### src/rtl/ctrl_rd_pkg.sv
package ctrl_rd_pkg;
  typedef enum logic [1:0] {
    ST_IDLE   = 2'd0,
    ST_DATA   = 2'd1,
    ST_STATUS = 2'd2,
    ST_DONE   = 2'd3
  } stage_t;
endpackage

### src/rtl/ctrl_rd_rst_sync.sv
module ctrl_rd_rst_sync #(
  parameter int STAGES = 2
) (
  input  logic clk,
  input  logic rst_n_in,
  output logic rst_n_out
);
  logic [STAGES-1:0] sync_q;

  always_ff @(posedge clk or negedge rst_n_in) begin
    if (!rst_n_in) sync_q <= '0;
    else           sync_q <= {sync_q[STAGES-2:0], 1'b1};
  end

  assign rst_n_out = sync_q[STAGES-1];
endmodule

### src/rtl/ctrl_rd_pktsize.sv
module ctrl_rd_pktsize #(
  parameter int LEN_W = 16,
  parameter int MPS_W = 7
) (
  input  logic             active,
  input  logic [LEN_W-1:0] remain,
  input  logic [MPS_W-1:0] mps,
  output logic [MPS_W-1:0] pkt_len,
  output logic             zlp,
  output logic             last,
  output logic             full
);
  localparam int PAD = LEN_W - MPS_W;

  logic [LEN_W-1:0] mps_ext;
  logic             ge_mps;

  always_comb begin
    mps_ext = {{PAD{1'b0}}, mps};
    ge_mps  = (remain >= mps_ext);
    pkt_len = '0;
    zlp     = 1'b0;
    if (active) begin
      pkt_len = ge_mps ? mps : remain[MPS_W-1:0];
      zlp     = (remain == '0);
    end
    last = (remain <= mps_ext);
    full = ge_mps && (remain != '0);
  end
endmodule

### src/rtl/ctrl_rd_counter.sv
module ctrl_rd_counter #(
  parameter int LEN_W = 16,
  parameter int MPS_W = 7
) (
  input  logic             clk,
  input  logic             rst_n,
  input  logic             load,
  input  logic [LEN_W-1:0] req_len,
  input  logic [LEN_W-1:0] ret_len,
  input  logic [MPS_W-1:0] max_pkt,
  input  logic             consume,
  input  logic [MPS_W-1:0] pkt_len,
  output logic [LEN_W-1:0] remain,
  output logic [MPS_W-1:0] mps,
  output logic             short_ret,
  output logic             eff_zero
);
  localparam int PAD = LEN_W - MPS_W;

  logic [LEN_W-1:0] eff_len;
  logic             ret_below;
  logic [LEN_W-1:0] remain_d;
  logic [MPS_W-1:0] mps_d;
  logic             short_d;
  logic             en;

  always_comb begin
    ret_below = (ret_len < req_len);
    eff_len   = ret_below ? ret_len : req_len;
    eff_zero  = (eff_len == '0);
    en        = load || consume;
    remain_d  = remain;
    mps_d     = mps;
    short_d   = short_ret;
    if (load) begin
      remain_d = eff_len;
      mps_d    = max_pkt;
      short_d  = ret_below;
    end else if (consume) begin
      remain_d = remain - {{PAD{1'b0}}, pkt_len};
    end
  end

  always_ff @(posedge clk or negedge rst_n) begin
    if (!rst_n) begin
      remain    <= '0;
      mps       <= '0;
      short_ret <= 1'b0;
    end else if (en) begin
      remain    <= remain_d;
      mps       <= mps_d;
      short_ret <= short_d;
    end
  end
endmodule

### src/rtl/ctrl_rd_stage_fsm.sv
module ctrl_rd_stage_fsm
  import ctrl_rd_pkg::*;
(
  input  logic   clk,
  input  logic   rst_n,
  input  logic   setup_evt,
  input  logic   eff_zero,
  input  logic   in_evt,
  input  logic   in_ack,
  input  logic   out_evt,
  input  logic   out_zero,
  input  logic   zlp,
  input  logic   last,
  input  logic   full,
  input  logic   short_ret,
  output stage_t stage,
  output logic   consume,
  output logic   refill_req,
  output logic   proto_err
);
  stage_t stage_d;
  logic   refill_d;
  logic   err_d;
  logic   ack_data;

  always_comb begin
    stage_d  = stage;
    refill_d = 1'b0;
    err_d    = 1'b0;
    ack_data = !setup_evt && (stage == ST_DATA) && in_evt && in_ack;
    consume  = ack_data;
    if (setup_evt) begin
      stage_d = eff_zero ? ST_STATUS : ST_DATA;
    end else begin
      unique case (stage)
        ST_IDLE: stage_d = ST_IDLE;
        ST_DATA: begin
          if (ack_data) begin
            if (zlp) begin
              stage_d = ST_STATUS;
            end else if (last) begin
              stage_d = (full && short_ret) ? ST_DATA : ST_STATUS;
            end else begin
              refill_d = 1'b1;
            end
          end
        end
        ST_STATUS: begin
          if (in_evt) err_d = 1'b1;
          if (out_evt && out_zero) stage_d = ST_DONE;
        end
        ST_DONE: begin
          if (in_evt) err_d = 1'b1;
        end
        default: stage_d = ST_IDLE;
      endcase
    end
  end

  always_ff @(posedge clk or negedge rst_n) begin
    if (!rst_n) begin
      stage      <= ST_IDLE;
      refill_req <= 1'b0;
      proto_err  <= 1'b0;
    end else begin
      stage      <= stage_d;
      refill_req <= refill_d;
      proto_err  <= err_d;
    end
  end
endmodule

### src/rtl/ctrl_rd_seq.sv
module ctrl_rd_seq
  import ctrl_rd_pkg::*;
#(
  parameter int LEN_W = 16,
  parameter int MPS_W = 7
) (
  input  logic             clk,
  input  logic             rst_n,
  input  logic             setup_evt,
  input  logic [LEN_W-1:0] req_len,
  input  logic [LEN_W-1:0] ret_len,
  input  logic [MPS_W-1:0] max_pkt,
  input  logic             in_evt,
  input  logic             in_ack,
  input  logic             out_evt,
  input  logic             out_zero,
  output logic [MPS_W-1:0] pkt_len,
  output logic             zlp,
  output logic             refill_req,
  output logic [1:0]       stage,
  output logic             proto_err
);
  logic             rst_ns;
  logic [LEN_W-1:0] remain;
  logic [MPS_W-1:0] mps;
  logic             short_ret;
  logic             eff_zero;
  logic             consume;
  logic             last;
  logic             full;
  stage_t           stage_q;

  ctrl_rd_rst_sync #(.STAGES(2)) u_rst (
    .clk      (clk),
    .rst_n_in (rst_n),
    .rst_n_out(rst_ns)
  );

  ctrl_rd_counter #(.LEN_W(LEN_W), .MPS_W(MPS_W)) u_cnt (
    .clk      (clk),
    .rst_n    (rst_ns),
    .load     (setup_evt),
    .req_len  (req_len),
    .ret_len  (ret_len),
    .max_pkt  (max_pkt),
    .consume  (consume),
    .pkt_len  (pkt_len),
    .remain   (remain),
    .mps      (mps),
    .short_ret(short_ret),
    .eff_zero (eff_zero)
  );

  ctrl_rd_pktsize #(.LEN_W(LEN_W), .MPS_W(MPS_W)) u_size (
    .active (stage_q == ST_DATA),
    .remain (remain),
    .mps    (mps),
    .pkt_len(pkt_len),
    .zlp    (zlp),
    .last   (last),
    .full   (full)
  );

  ctrl_rd_stage_fsm u_fsm (
    .clk       (clk),
    .rst_n     (rst_ns),
    .setup_evt (setup_evt),
    .eff_zero  (eff_zero),
    .in_evt    (in_evt),
    .in_ack    (in_ack),
    .out_evt   (out_evt),
    .out_zero  (out_zero),
    .zlp       (zlp),
    .last      (last),
    .full      (full),
    .short_ret (short_ret),
    .stage     (stage_q),
    .consume   (consume),
    .refill_req(refill_req),
    .proto_err (proto_err)
  );

  assign stage = stage_q;
endmodule

### config.mk
export PLATFORM = sky130hd
export DESIGN_NAME = ctrl_rd_seq
export DESIGN_NICKNAME = d
export VERILOG_FILES = /design/src/rtl/ctrl_rd_pkg.sv /design/src/rtl/ctrl_rd_rst_sync.sv /design/src/rtl/ctrl_rd_pktsize.sv /design/src/rtl/ctrl_rd_counter.sv /design/src/rtl/ctrl_rd_stage_fsm.sv /design/src/rtl/ctrl_rd_seq.sv
export SDC_FILE = /design/constraint.sdc
export NUM_CORES = 1
export LEC_CHECK = 0
export BUFFER_PORTS_ARGS = -buffer_cell sky130_fd_sc_hd__buf_4
export CAP_MARGIN = 20
export CORE_ASPECT_RATIO = 1.2
export CORE_MARGIN = 3
export CORE_UTILIZATION = 50
export CTS_BUF_LIST = sky130_fd_sc_hd__clkbuf_2 sky130_fd_sc_hd__clkbuf_4 sky130_fd_sc_hd__clkbuf_8
export DETAILED_ROUTE_END_ITERATION = 16
export PLACE_DENSITY_LB_ADDON = 0.12
export SLEW_MARGIN = 40
export SYNTH_ARGS = -nofsm -noshare
export SYNTH_HDL_FRONTEND = slang
export SYNTH_SLANG_ARGS = --single-unit
export TNS_END_PERCENT = 20
### constraint.sdc
create_clock -name clk -period 3.49 [get_ports clk]
set_input_delay 0.5235 -clock clk [delete_from_list [all_inputs] [get_ports clk]]
set_output_delay 0.5235 -clock clk [all_outputs]
set_load 0.05 [all_outputs]
Yosys cells after proc, flatten, opt, wreduce, memory -nomap -nowiden
Index checks and enable logic that the tools add are counted.
{ "totals": {"regBits": 30, "in_bits": 46} }
{ "op_classes": {"magnitude_cmp": 3, "muxes": 22, "addsub": 1, "n_reduce_logical": 18, "n_eq_ne": 6} }
{ "ops": {"columns": ["op", "n"], "rows": [
  ["16-bit 2-to-1 mux", 3],
  ["16-bit logical NOT", 2],
  ["16-bit by 7-bit greater-or-equal comparator with 1-bit output", 1],
  ["16-bit by 7-bit <= comparator with 1-bit output", 1],
  ["16-bit less-than comparator", 1],
  ["16-bit nonzero test", 1],
  ["16-bit by 7-bit subtractor with 16-bit output", 1],
  ["2-bit 2-to-1 mux", 7],
  ["7-bit 2-to-1 mux", 2],
  ["1-bit 2-to-1 mux", 9],
  ["1-bit logical AND", 6],
  ["2-bit one-hot mux with 3 select lines", 1],
  ["2-bit == test, second input constant", 2],
  ["4-bit != test, second input constant", 1],
  ["2-bit AND reduction", 2],
  ["4-bit AND reduction", 1],
  ["4-bit nonzero test", 1],
  ["3-bit by 2-bit != test with 1-bit output, second input constant", 1],
  ["3-bit != test, second input constant", 1],
  ["2-bit by 1-bit == test with 1-bit output, second input constant", 1],
  ["2-bit logical NOT", 1],
  ["2-bit nonzero test", 1],
  ["2-bit OR reduction", 1],
  ["1-bit logical NOT", 1],
  ["1-bit logical OR", 1]
]} }

Depth between registers and ports, before layout
Gate-level depths: netlist of the first run.
{ "depth": {"ltp_word": 9, "depth_mapped": 18} }

Modules after synthesis
From an unflattened synthesis of the first run, not the netlist that was laid out.
{ "hier_totals": {"hier_cells": 322, "hier_area_um2": 2781.4} }
{ "modules_own_cells": {"columns": ["module", "seq_area_each_um2", "cells_each", "area_each_um2", "n_inst"], "rows": [
  ["ctrl_rd_counter", 600.6, 231, 2037.0, 1],
  ["ctrl_rd_pktsize", 0.0, 58, 389.1, 1],
  ["ctrl_rd_stage_fsm", 100.1, 29, 287.8, 1],
  ["ctrl_rd_rst_sync", 50.0, 3, 53.8, 1],
  ["ctrl_rd_seq", 0.0, 1, 13.8, 1]
]} }

Least setup slack after synthesis of the first run
No wires, ideal clock.
{ "synth_timing": {"kind": "flip-flop to flip-flop", "from": "reg u_cnt.remain[1]", "to": "reg u_cnt.remain[10]", "period_less_slack_ps": 4267, "setup_ps": 145, "arrival_time_ps": 4122, "stages_incl_launch_ff": 18, "setup_slack_ps": -777, "path_cell_list": "dfrtp_1 -> ha_1 -> nor2b_1 -> o211ai_1 -> a21oi_1 -> nor4_1 -> buf_4 -> mux2i_1 -> nor2_1 -> ha_1 -> inv_1 -> fa_1 -> a211oi_1 -> nor2_1 -> o31a_1 -> nor4_1 -> xnor2_1 -> mux2i_1"} }
{ "synth_via": {"elab_chain_cells": 6} }
{ "synth_rtl": {"columns": ["element", "line_no", "rtl"], "rows": [
  ["start, declared", "ctrl_rd_counter.sv:13", "output logic [LEN_W-1:0] remain,"],
  ["start signal, assigned", "ctrl_rd_counter.sv:50", "remain <= remain_d;"],
  ["16-bit by 7-bit greater-or-equal comparator with 1-bit output", "ctrl_rd_pktsize.sv:20", "ge_mps = (remain >= mps_ext);"],
  ["7-bit 2-to-1 mux", "ctrl_rd_pktsize.sv:24", "pkt_len = ge_mps ? mps : remain[MPS_W-1:0];"],
  ["7-bit 2-to-1 mux", "ctrl_rd_pktsize.sv:23", "if (active) begin"],
  ["named net pkt_len[0]", "ctrl_rd_seq.sv:17", "output logic [MPS_W-1:0] pkt_len,"],
  ["16-bit by 7-bit subtractor with 16-bit output", "ctrl_rd_counter.sv:40", "remain_d = remain - {{PAD{1'b0}}, pkt_len};"],
  ["16-bit 2-to-1 mux", "ctrl_rd_counter.sv:39", "end else if (consume) begin"],
  ["16-bit 2-to-1 mux", "ctrl_rd_counter.sv:35", "if (load) begin"]
]} }
The timed path passes the listed nets, and every way through them passes these cells. The select of a mux whose other input is x is not followed.
A chain may end at the register's enable or synchronous reset.

Worst setup path after layout of the first run
{ "layout_timing": {"from": "reg u_cnt.remain[0]", "to": "reg u_cnt.remain[13]"} }
{ "layout_via": {"elab_chain_cells": 6} }
{ "layout_rtl": {"columns": ["element", "line_no"], "rows": [
  ["16-bit by 7-bit greater-or-equal comparator with 1-bit output", "ctrl_rd_pktsize.sv:20"],
  ["7-bit 2-to-1 mux", "ctrl_rd_pktsize.sv:24"],
  ["7-bit 2-to-1 mux", "ctrl_rd_pktsize.sv:23"],
  ["16-bit by 7-bit subtractor with 16-bit output (*)", "ctrl_rd_counter.sv:40"],
  ["16-bit 2-to-1 mux (*)", "ctrl_rd_counter.sv:39"],
  ["16-bit 2-to-1 mux (*)", "ctrl_rd_counter.sv:35"]
]} }
Every way passes the cells marked *; elsewhere a longest branch is shown, timed or not. The select of a mux whose other input is x is not followed.

==> key figures, run 1 <==
Min path
  • Hold/Removal Path Class: flip-flop to async pin

Yosys
  • Number of synthesized register bits: 30
  • Proportion of netlist area held by the largest area contributor: 27.83%
  • Synthesized Nets: 383
  • Number of flops mapped to enable cells by yosys: 0
  • Syn Area/Cell: 8.903 sq um
  • Cells after Synth: 303
  • Async set-reset flop share out of synthesis: 100.0%
  • Number of warnings issued by yosys: 0
  • Sequential share of the synthesized area: 27.83%
  • Synth area leaders: sky130_fd_sc_hd__dfrtp_1 28%, sky130_fd_sc_hd__ha_1 15%, sky130_fd_sc_hd__mux2i_1 12%
  • Number of distinct standard cells referenced by the synthesized netlist: 45
  • Most used DFF post-synth: sky130_fd_sc_hd__dfrtp_1
  • Synthesized cell area: 2698 sq um
  • Post-synth top area cell: sky130_fd_sc_hd__dfrtp_1

Clock network
  • H-tree lvl count: 2
  • Number of sinks driven by the clock tree: 30
  • Clock tree from TritonCTS: yes
  • Clock latency on the worst-skew pair: 0.29 ns
  • Clock buffer depth: 2
  • Clock Root Buffer: sky130_fd_sc_hd__clkbuf_8
  • Clock transition at path regs: 0.08 ns
  • Number of clock buffers inserted by TritonCTS: 5

Power
  • Cell area power density: 516.9 nW/um^2
  • Highest ir drop seen on vdd: 0.3015 mV
  • LEAKAGE: 1.817 nW

Placed design
  • Routability Congestion: 0.9124
  • Total placed cells including tap cells: 456
  • Buffers on Ports: 57
  • Placed wire-length estimate: 6190 um

Global routing
  • Gr ovfl total: 0
  • Via count of the first global-routing pass: 2797
  • Global-route wire length before repair: 13100 um
  • Total global routing track utilization: 26.26%
  • Maximum number of pins on one net before global-route repair: 42
  • Antenna violations before repair: 0

Timing
  • Share of the clock period used by the worst path: 110.7%
  • Final number of setup-violating endpoints: 11
  • Setup repair after global routing missed its margin: yes
  • Final Hold Slack: 0.2763 ns
  • Minimum clock period after layout: 3.864 ns
  • Final hold violation count: 0
  • Final worst setup slack: -0.3744 ns
  • Sum of negative setup slack: -2.253 ns
  • Max Slew Vio Count: 0
  • Clock Skews: 0.01214 ns
  • Worst Tran Pin Value: 0.6650 ns
  • FMAX: 258.8 MHz
  • Relative slew slack: 55.67%

Finish
  • Share of the core filled with cells in the final layout: 75.84%
  • Net count, final: 497
  • Share of cells above drive strength 1: 35.89%
  • Final instance count without filler cells: 478
  • ANT cells: 0
  • Area added between synthesis and finish: 42.81%

Job
  • Number of max-cap violations: 0

Floorplanning
  • Floorplan row count: 28
  • Initial standard-cell utilization of the core: 53.10%
  • Horiz. Die Dim: 73.05 um
  • Vertical extent of the die: 86.46 um
  • Total Die Area: 6316 sq um
  • Number of top-level pins: 58
  • Area inside the core boundary: 5080 sq um

Critical path
  • Worst R2R Setup Slack: -0.37 ns
  • Cell type of the slowest stage on the worst timing path: sky130_fd_sc_hd__o41a_1
  • Most prevalent standard cell on the critical path: sky130_fd_sc_hd__nor2b_4
  • Critical path's top delay family: compound AO/OA/AOI/OAI gates
  • Data arrival time of the critical path: 4.02 ns
  • Series of cell instances along the critical path: inv_1 > ha_2 > nor2b_4 > o211ai_1 > a21oi_2 > nor4_2 > buf_4 > mux2i_2 > nand2b_4 > ha_4 > nor2b_4 > o31a_1 > o41a_1 > a2111oi_4 > xnor2_1 > mux2i_1
  • Number of buffers and inverters on the critical path: 2
  • Startpoint of the lowest-slack register-to-register path: u_cnt.remain[0]$_DFFE_PN0P_
  • Number of cells traversed by the worst register-to-register path: 16
  • Endpoint of the lowest-slack register-to-register path: u_cnt.remain[13]$_DFFE_PN0P_
  • Longest individual stage delay on the worst path: 0.47 ns
  • Required arrival time at the worst endpoint: 3.65 ns
  • Kind of capture point of the worst setup path: flip-flop
  • Element type at the critical path start: flip-flop
  • Cell count along the critical path: 16
  • Classification of the worst setup path: flip-flop to flip-flop
  • Critical path fanouts, max: 4

Detailed routing
  • Routed wire length per instance: 16.90 um
  • DRC violation count after routing: 0
  • Total number of vias: 2747
  • First-pass DRT Iterations: 4
  • Via/cell ratio: 5.747
  • Starting DRT DRC Count: 118
  • Count of antenna-violating nets left after detailed routing: 0
  • Total Routed Length: 8079 um

Status
  • Outcome: complete, but fails checks
  • Violated checks: negative setup slack
stage by stage:
| step | setup WS (ns) | power (W) | area (sq um) |
|---|---|---|---|
| 2_1_floorplan | -0.2198 | 0.001152 | 2735 |
| 3_3_place_gp | -0.09402 | 0.001562 | 3546 |
| 3_5_place_dp | -0.1934 | 0.001582 | 3546 |
| 4_1_cts | -0.1284 | 0.001930 | 3740 |
| 5_1_grt | -0.4857 | 0.002121 | 3852 |
| 6_report | -0.3744 | 0.001991 | 3852 |
cells in the final DEF, fill, tap and decap left out, types with 3 or more instances in the layout:
cell                       instances
sky130_fd_sc_hd__nand3_1           4
sky130_fd_sc_hd__clkbuf_8          6
sky130_fd_sc_hd__dfrtp_1          30
sky130_fd_sc_hd__a211oi_1         13
sky130_fd_sc_hd__mux2i_1          30
sky130_fd_sc_hd__nor3_1            7
sky130_fd_sc_hd__xnor2_1          10
sky130_fd_sc_hd__ha_1             29
sky130_fd_sc_hd__nor4_2            3
sky130_fd_sc_hd__inv_1            29
sky130_fd_sc_hd__nand2b_1          6
sky130_fd_sc_hd__buf_4           114
sky130_fd_sc_hd__a41oi_1           3
sky130_fd_sc_hd__a21oi_1          12
sky130_fd_sc_hd__nand4_1           3
sky130_fd_sc_hd__o21ai_0          14
sky130_fd_sc_hd__nor4_1            9
sky130_fd_sc_hd__nor2_1           20
sky130_fd_sc_hd__nand2_1          15
sky130_fd_sc_hd__ha_4              3
sky130_fd_sc_hd__o21a_1            7
sky130_fd_sc_hd__nor3_2            4
metal layers:
layer | GRT usage [%] | part of all wire [%] | vias to the layer above
li1 | - | - | 1341
met2 | 46.62 | 53 | 54
met1 | 32.24 | 42 | 1341
met5 | 0 | 0 | -
met4 | 7.047 | 1.5 | 0
met3 | 4.524 | 3.4 | 11
what timing repair did:
action	in CTS	in global routing
gates cloned	0	0
setup buffers	9	4
endpoints found under the hold margin	2	0
resized for setup	4	14
pin swaps	9	11
endpoints found under the setup margin	11	12
hold buffers	1	0
sequential cells by signal, summed over array words and instances (netlist names):
| signal | flops |
|---|---|
| u_cnt.short_ret | 1 |
| u_fsm.stage | 2 |
| u_rst.sync_q | 2 |
| u_fsm.refill_req | 1 |
| u_fsm.proto_err | 1 |
| u_cnt.mps | 7 |
| u_cnt.remain | 16 |
cell usage after synthesis (3+ instances only):
master / n
sky130_fd_sc_hd__inv_1: 30
sky130_fd_sc_hd__nand4_1: 3
sky130_fd_sc_hd__mux2i_1: 32
sky130_fd_sc_hd__xnor2_1: 10
sky130_fd_sc_hd__nand2_1: 15
sky130_fd_sc_hd__nor2_1: 21
sky130_fd_sc_hd__nor3_1: 11
sky130_fd_sc_hd__nand3_1: 4
sky130_fd_sc_hd__nand2b_1: 7
sky130_fd_sc_hd__nor2b_1: 3
sky130_fd_sc_hd__ha_1: 33
sky130_fd_sc_hd__o21ai_0: 14
sky130_fd_sc_hd__a41oi_1: 3
sky130_fd_sc_hd__a21oi_1: 13
sky130_fd_sc_hd__o21a_1: 7
sky130_fd_sc_hd__a211oi_1: 14
sky130_fd_sc_hd__clkbuf_1: 7
sky130_fd_sc_hd__dfrtp_1: 30
sky130_fd_sc_hd__nor4_1: 12
final cells by class:
cell class                      count  area [sq um]
Clock buffer                        6         82.58
Clock inverter                      2         12.51
Fill cell                         396          1227
Inverter                           30         112.6
Multi-Input combinational cell    233          1931
Sequential cell                    30         750.7
Tap cell                           60         75.07
Timing Repair Buffer              117         888.4
worst register-to-register path, delay by kind of cell, from the launching register on:
family | cells | cell delay, ns
AOI/OAI and AO/OA | 5 | 1.47
and+or+nand+nor | 4 | 0.65
adders and majority gates | 2 | 0.44
DFF | 1 | 0.38
muxes | 2 | 0.34
buffers and inverters | 2 | 0.32
xor gates and xnor gates | 1 | 0.15
worst max-delay path by stage:
stage,start,endpoint
floorplan,u_cnt.remain[1]$_DFFE_PN0P_,u_cnt.remain[10]$_DFFE_PN0P_
global placement,u_cnt.mps[1]$_DFFE_PN0P_,u_cnt.remain[10]$_DFFE_PN0P_
detailed placement,u_cnt.mps[1]$_DFFE_PN0P_,u_cnt.remain[14]$_DFFE_PN0P_
CTS,u_cnt.mps[1]$_DFFE_PN0P_,u_cnt.remain[13]$_DFFE_PN0P_
global route,u_cnt.mps[1]$_DFFE_PN0P_,u_cnt.remain[13]$_DFFE_PN0P_
finish,u_cnt.remain[0]$_DFFE_PN0P_,u_cnt.remain[13]$_DFFE_PN0P_
logic make-up (layout without fill, tap and decap cells):
| logic type | after synthesis | after routing | share of synthesized area, % |
|---|---|---|---|
| adder cells (fa/ha/maj) | 34 | 34 | 16.05 |
| multiplexers | 34 | 34 | 12.71 |
| other | 1 | 1 | 0.1390 |
| AO/OA/AOI/OAI | 67 | 67 | 17.25 |
| XOR/XNOR | 10 | 10 | 3.247 |
| buffers and inverters | 40 | 155 | 5.798 |
| AND/OR/NAND/NOR | 87 | 87 | 16.98 |
| flip-flops | 30 | 30 | 27.83 |
power breakdown:
part	internal [W]	switching (W)	total, W
clock network	0.000159	0.000150	0.000308
registers	0.000407	0.0000602	0.000467
logic	0.000560	0.000656	0.00122
Note: power is estimated with default switching activity, not from simulation.
==> run 2: changes to the inputs <==
==> constraint.sdc (replaced) <==
create_clock -name clk -period 3.65 [get_ports clk]
set_input_delay 0.5475 -clock clk [delete_from_list [all_inputs] [get_ports clk]]
set_output_delay 0.5475 -clock clk [all_outputs]
set_load 0.05 [all_outputs]
==> key figures, run 2 (same netlist as run 1, synthesis figures left out) <==
Power
  • LEAKAGE: 1.678 nW
  • Cell Int Power: 0.001064 W
  • Sw power: 0.0007859 W
  • Power share of the clock group: 18.5%
  • Cell area power density: 509.0 nW/um^2
  • Gate power share: 57.5%
  • Part of the power in registers: 24.0%
  • Highest ir drop seen on vdd: 0.2520 mV
  • Switching Share: 42.49%

Critical path
  • Startpoint of the lowest-slack register-to-register path: u_cnt.mps[1]$_DFFE_PN0P_
  • Critical Path Start: u_cnt.mps[1]$_DFFE_PN0P_
  • Endpoint of the lowest-slack register-to-register path: u_cnt.remain[13]$_DFFE_PN0P_
  • Worst R2R Setup Slack: -0.16 ns
  • Longest individual stage delay on the worst path: 0.41 ns
  • Cell type of the slowest stage on the worst timing path: sky130_fd_sc_hd__o41a_1
  • Series of cell instances along the critical path: inv_2 > ha_4 > nor2b_4 > o211ai_1 > a21oi_2 > nor4_2 > buf_4 > mux2i_1 > nand2b_1 > ha_1 > nor2b_1 > o31a_1 > o41a_1 > a2111oi_4 > xnor2_1 > mux2i_1
  • Most prevalent standard cell on the critical path: sky130_fd_sc_hd__mux2i_1
  • Classification of the worst setup path: flip-flop to flip-flop
  • Data arrival time of the critical path: 3.96 ns
  • Kind of capture point of the worst setup path: flip-flop
  • Number of cells traversed by the worst register-to-register path: 16
  • Element type at the critical path start: flip-flop
  • Critical path fanouts, max: 5
  • Required arrival time at the worst endpoint: 3.80 ns

Floorplanning
  • Area inside the core boundary: 5080 sq um
  • Initial standard-cell utilization of the core: 53.10%
  • Horiz. Die Dim: 73.05 um
  • Number of top-level pins: 58
  • Floorplan row count: 28
  • Total Die Area: 6316 sq um
  • Vertical extent of the die: 86.46 um

Global routing
  • Global-route wire length before repair: 12190 um
  • Maximum number of pins on one net before global-route repair: 42
  • Gr ovfl total: 0
  • Via count of the first global-routing pass: 2652
  • Antenna violations before repair: 0
  • Total global routing track utilization: 24.67%

Clock network
  • H-tree lvl count: 2
  • Clock transition at path regs: 0.07 ns
  • Number of sinks driven by the clock tree: 30
  • Hold bufs inserted after CTS: 0
  • Clock Root Buffer: sky130_fd_sc_hd__clkbuf_8
  • Clock buffer depth: 2
  • Clock tree from TritonCTS: yes
  • Number of clock buffers inserted by TritonCTS: 5
  • Clock latency on the worst-skew pair: 0.28 ns

Detailed routing
  • Via/cell ratio: 5.898
  • Met3 routed wirelength: 389 um
  • First-pass DRT Iterations: 4
  • Routed met2 length: 3995 um
  • Starting DRT DRC Count: 158
  • DRC violation count after routing: 0
  • Total number of vias: 2654
  • Uppermost routed layer: met4
  • Routed wire length per instance: 16.85 um
  • Count of antenna-violating nets left after detailed routing: 0
  • Total Routed Length: 7582 um
  • Total routed wire length on the met1 layer: 3055 um

Placed design
  • Placed wire-length estimate: 5858 um
  • Routability Congestion: 0.9166
  • Total placed cells including tap cells: 437
  • Buffers on Ports: 57

Timing
  • Clock Skews: 0.004150 ns
  • Final worst setup slack: -0.1648 ns
  • Final Hold Slack: 0.03531 ns
  • Minimum clock period after layout: 3.815 ns
  • Final number of setup-violating endpoints: 8
  • Max Slew Vio Count: 0
  • Share of the clock period used by the worst path: 104.5%
  • Relative slew slack: 49.69%
  • Worst Tran Pin Value: 0.7513 ns
  • Setup repair after global routing missed its margin: yes
  • Final hold violation count: 0
  • FMAX: 262.1 MHz

Finish
  • Area added between synthesis and finish: 34.69%
  • Most common cell after layout, fill and taps aside: sky130_fd_sc_hd__buf_4
  • Top register by number of flip-flops: u_cnt.remain
  • Share of cells above drive strength 1: 31.28%
  • Highest-count cells in the layout ignoring fill and taps: 89 x sky130_fd_sc_hd__buf_4, 30 x sky130_fd_sc_hd__ha_1, 30 x sky130_fd_sc_hd__dfrtp_1
  • ANT cells: 0
  • Final instance count without filler cells: 450
  • Net count, final: 469
  • Flip-flop count of the largest register after layout: 16
  • Top Registers: u_cnt.remain x16, u_cnt.mps x7

Job
  • Number of max-cap violations: 0

Status
  • Violated checks: negative setup slack
  • Outcome: complete, but fails checks

Min path
  • Hold/Removal Path Class: primary input to async pin
## run 2: cell count changes in the layout (fill, tap and decap cells not counted), sizes merged
cell,change
bufinv,+1
dlygate4sd3,-1
clkinv,-1
buf,-27
## run 2: power by group through the flow
| stage | sequential (W) | combinational, W | clock, W |
|---|---|---|---|
| final | 0.000445 | 0.00106 | 0.000342 |
| after floorplan | 0.000492 | 0.000609 | 0 |
| after CTS | 0.000442 | 0.00102 | 0.000346 |
| after detailed placement | 0.000447 | 0.000998 | 0 |
| after global placement | 0.000445 | 0.000987 | 0 |
| after global routing | 0.000453 | 0.00116 | 0.000367 |
## run 2: how the worst max path moves through the flow
stage / endpoint / slack (ns) / cells past startpoint
after floorplan: u_cnt.remain[10]$_DFFE_PN0P_ / -0.06 / 17
after global placement: u_cnt.remain[13]$_DFFE_PN0P_ / 0.03 / 16
after detailed placement: u_cnt.remain[13]$_DFFE_PN0P_ / -0.08 / 16
after CTS: u_cnt.remain[13]$_DFFE_PN0P_ / -0.08 / 16
after global routing: u_cnt.remain[13]$_DFFE_PN0P_ / -0.32 / 16
final: u_cnt.remain[13]$_DFFE_PN0P_ / -0.16 / 16
## run 2: critical path, delay by kind of cell (launching register included)
| family | cells | cell delay (ns) |
|---|---|---|
| and+or+nand+nor | 4 | 0.73 |
| muxes | 2 | 0.37 |
| xor gates and xnor gates | 1 | 0.15 |
| AOI/OAI and AO/OA | 5 | 1.29 |
| DFF | 1 | 0.40 |
| buffers and inverters | 2 | 0.30 |
| adders and majority gates | 2 | 0.43 |
## run 2: cell type report
cell class                      instances  area [sq um]
Timing Repair Buffer                   89         668.1
Sequential cell                        30         750.7
Tap cell                               60         75.07
Fill cell                             399          1446
Clock inverter                          2         37.54
Multi-Input combinational cell        233          1913
Inverter                               30         112.6
Clock buffer                            6         76.32
## run 2: routing by layer
layer | vias up | global-route usage [%]
li1 | 1280 | -
met1 | 1269 | 30.60
met2 | 91 | 43.53
met3 | 14 | 3.944
met4 | 0 | 6.879
met5 | - | 0
## run 2: metrics by stage
| step | utilization (%) | setup TNS, ns | area (sq um) | setup slack [ns] | total power, W |
|---|---|---|---|---|---|
| floorplan | - | -0.1975 | 2735 | -0.05977 | 0.001101 |
| global placement | 67.00 | 0 | 3403 | 0.03033 | 0.001433 |
| detailed placement | 67.00 | -0.1623 | 3403 | -0.08100 | 0.001445 |
| CTS | 69.83 | -0.1685 | 3547 | -0.08386 | 0.001805 |
| global route | 71.53 | -2.492 | 3633 | -0.3205 | 0.001977 |
| finish | 71.53 | -0.6773 | 3633 | -0.1648 | 0.001849 |
## run 2: what timing repair did
item                                    4_1_cts  5_1_grt
gates cloned                                  0        0
buffers inserted                              1        4
endpoints found under the hold margin         0        0
pin swaps                                     1        8
endpoints found under the setup margin        8       12
gates resized for setup                       3       12
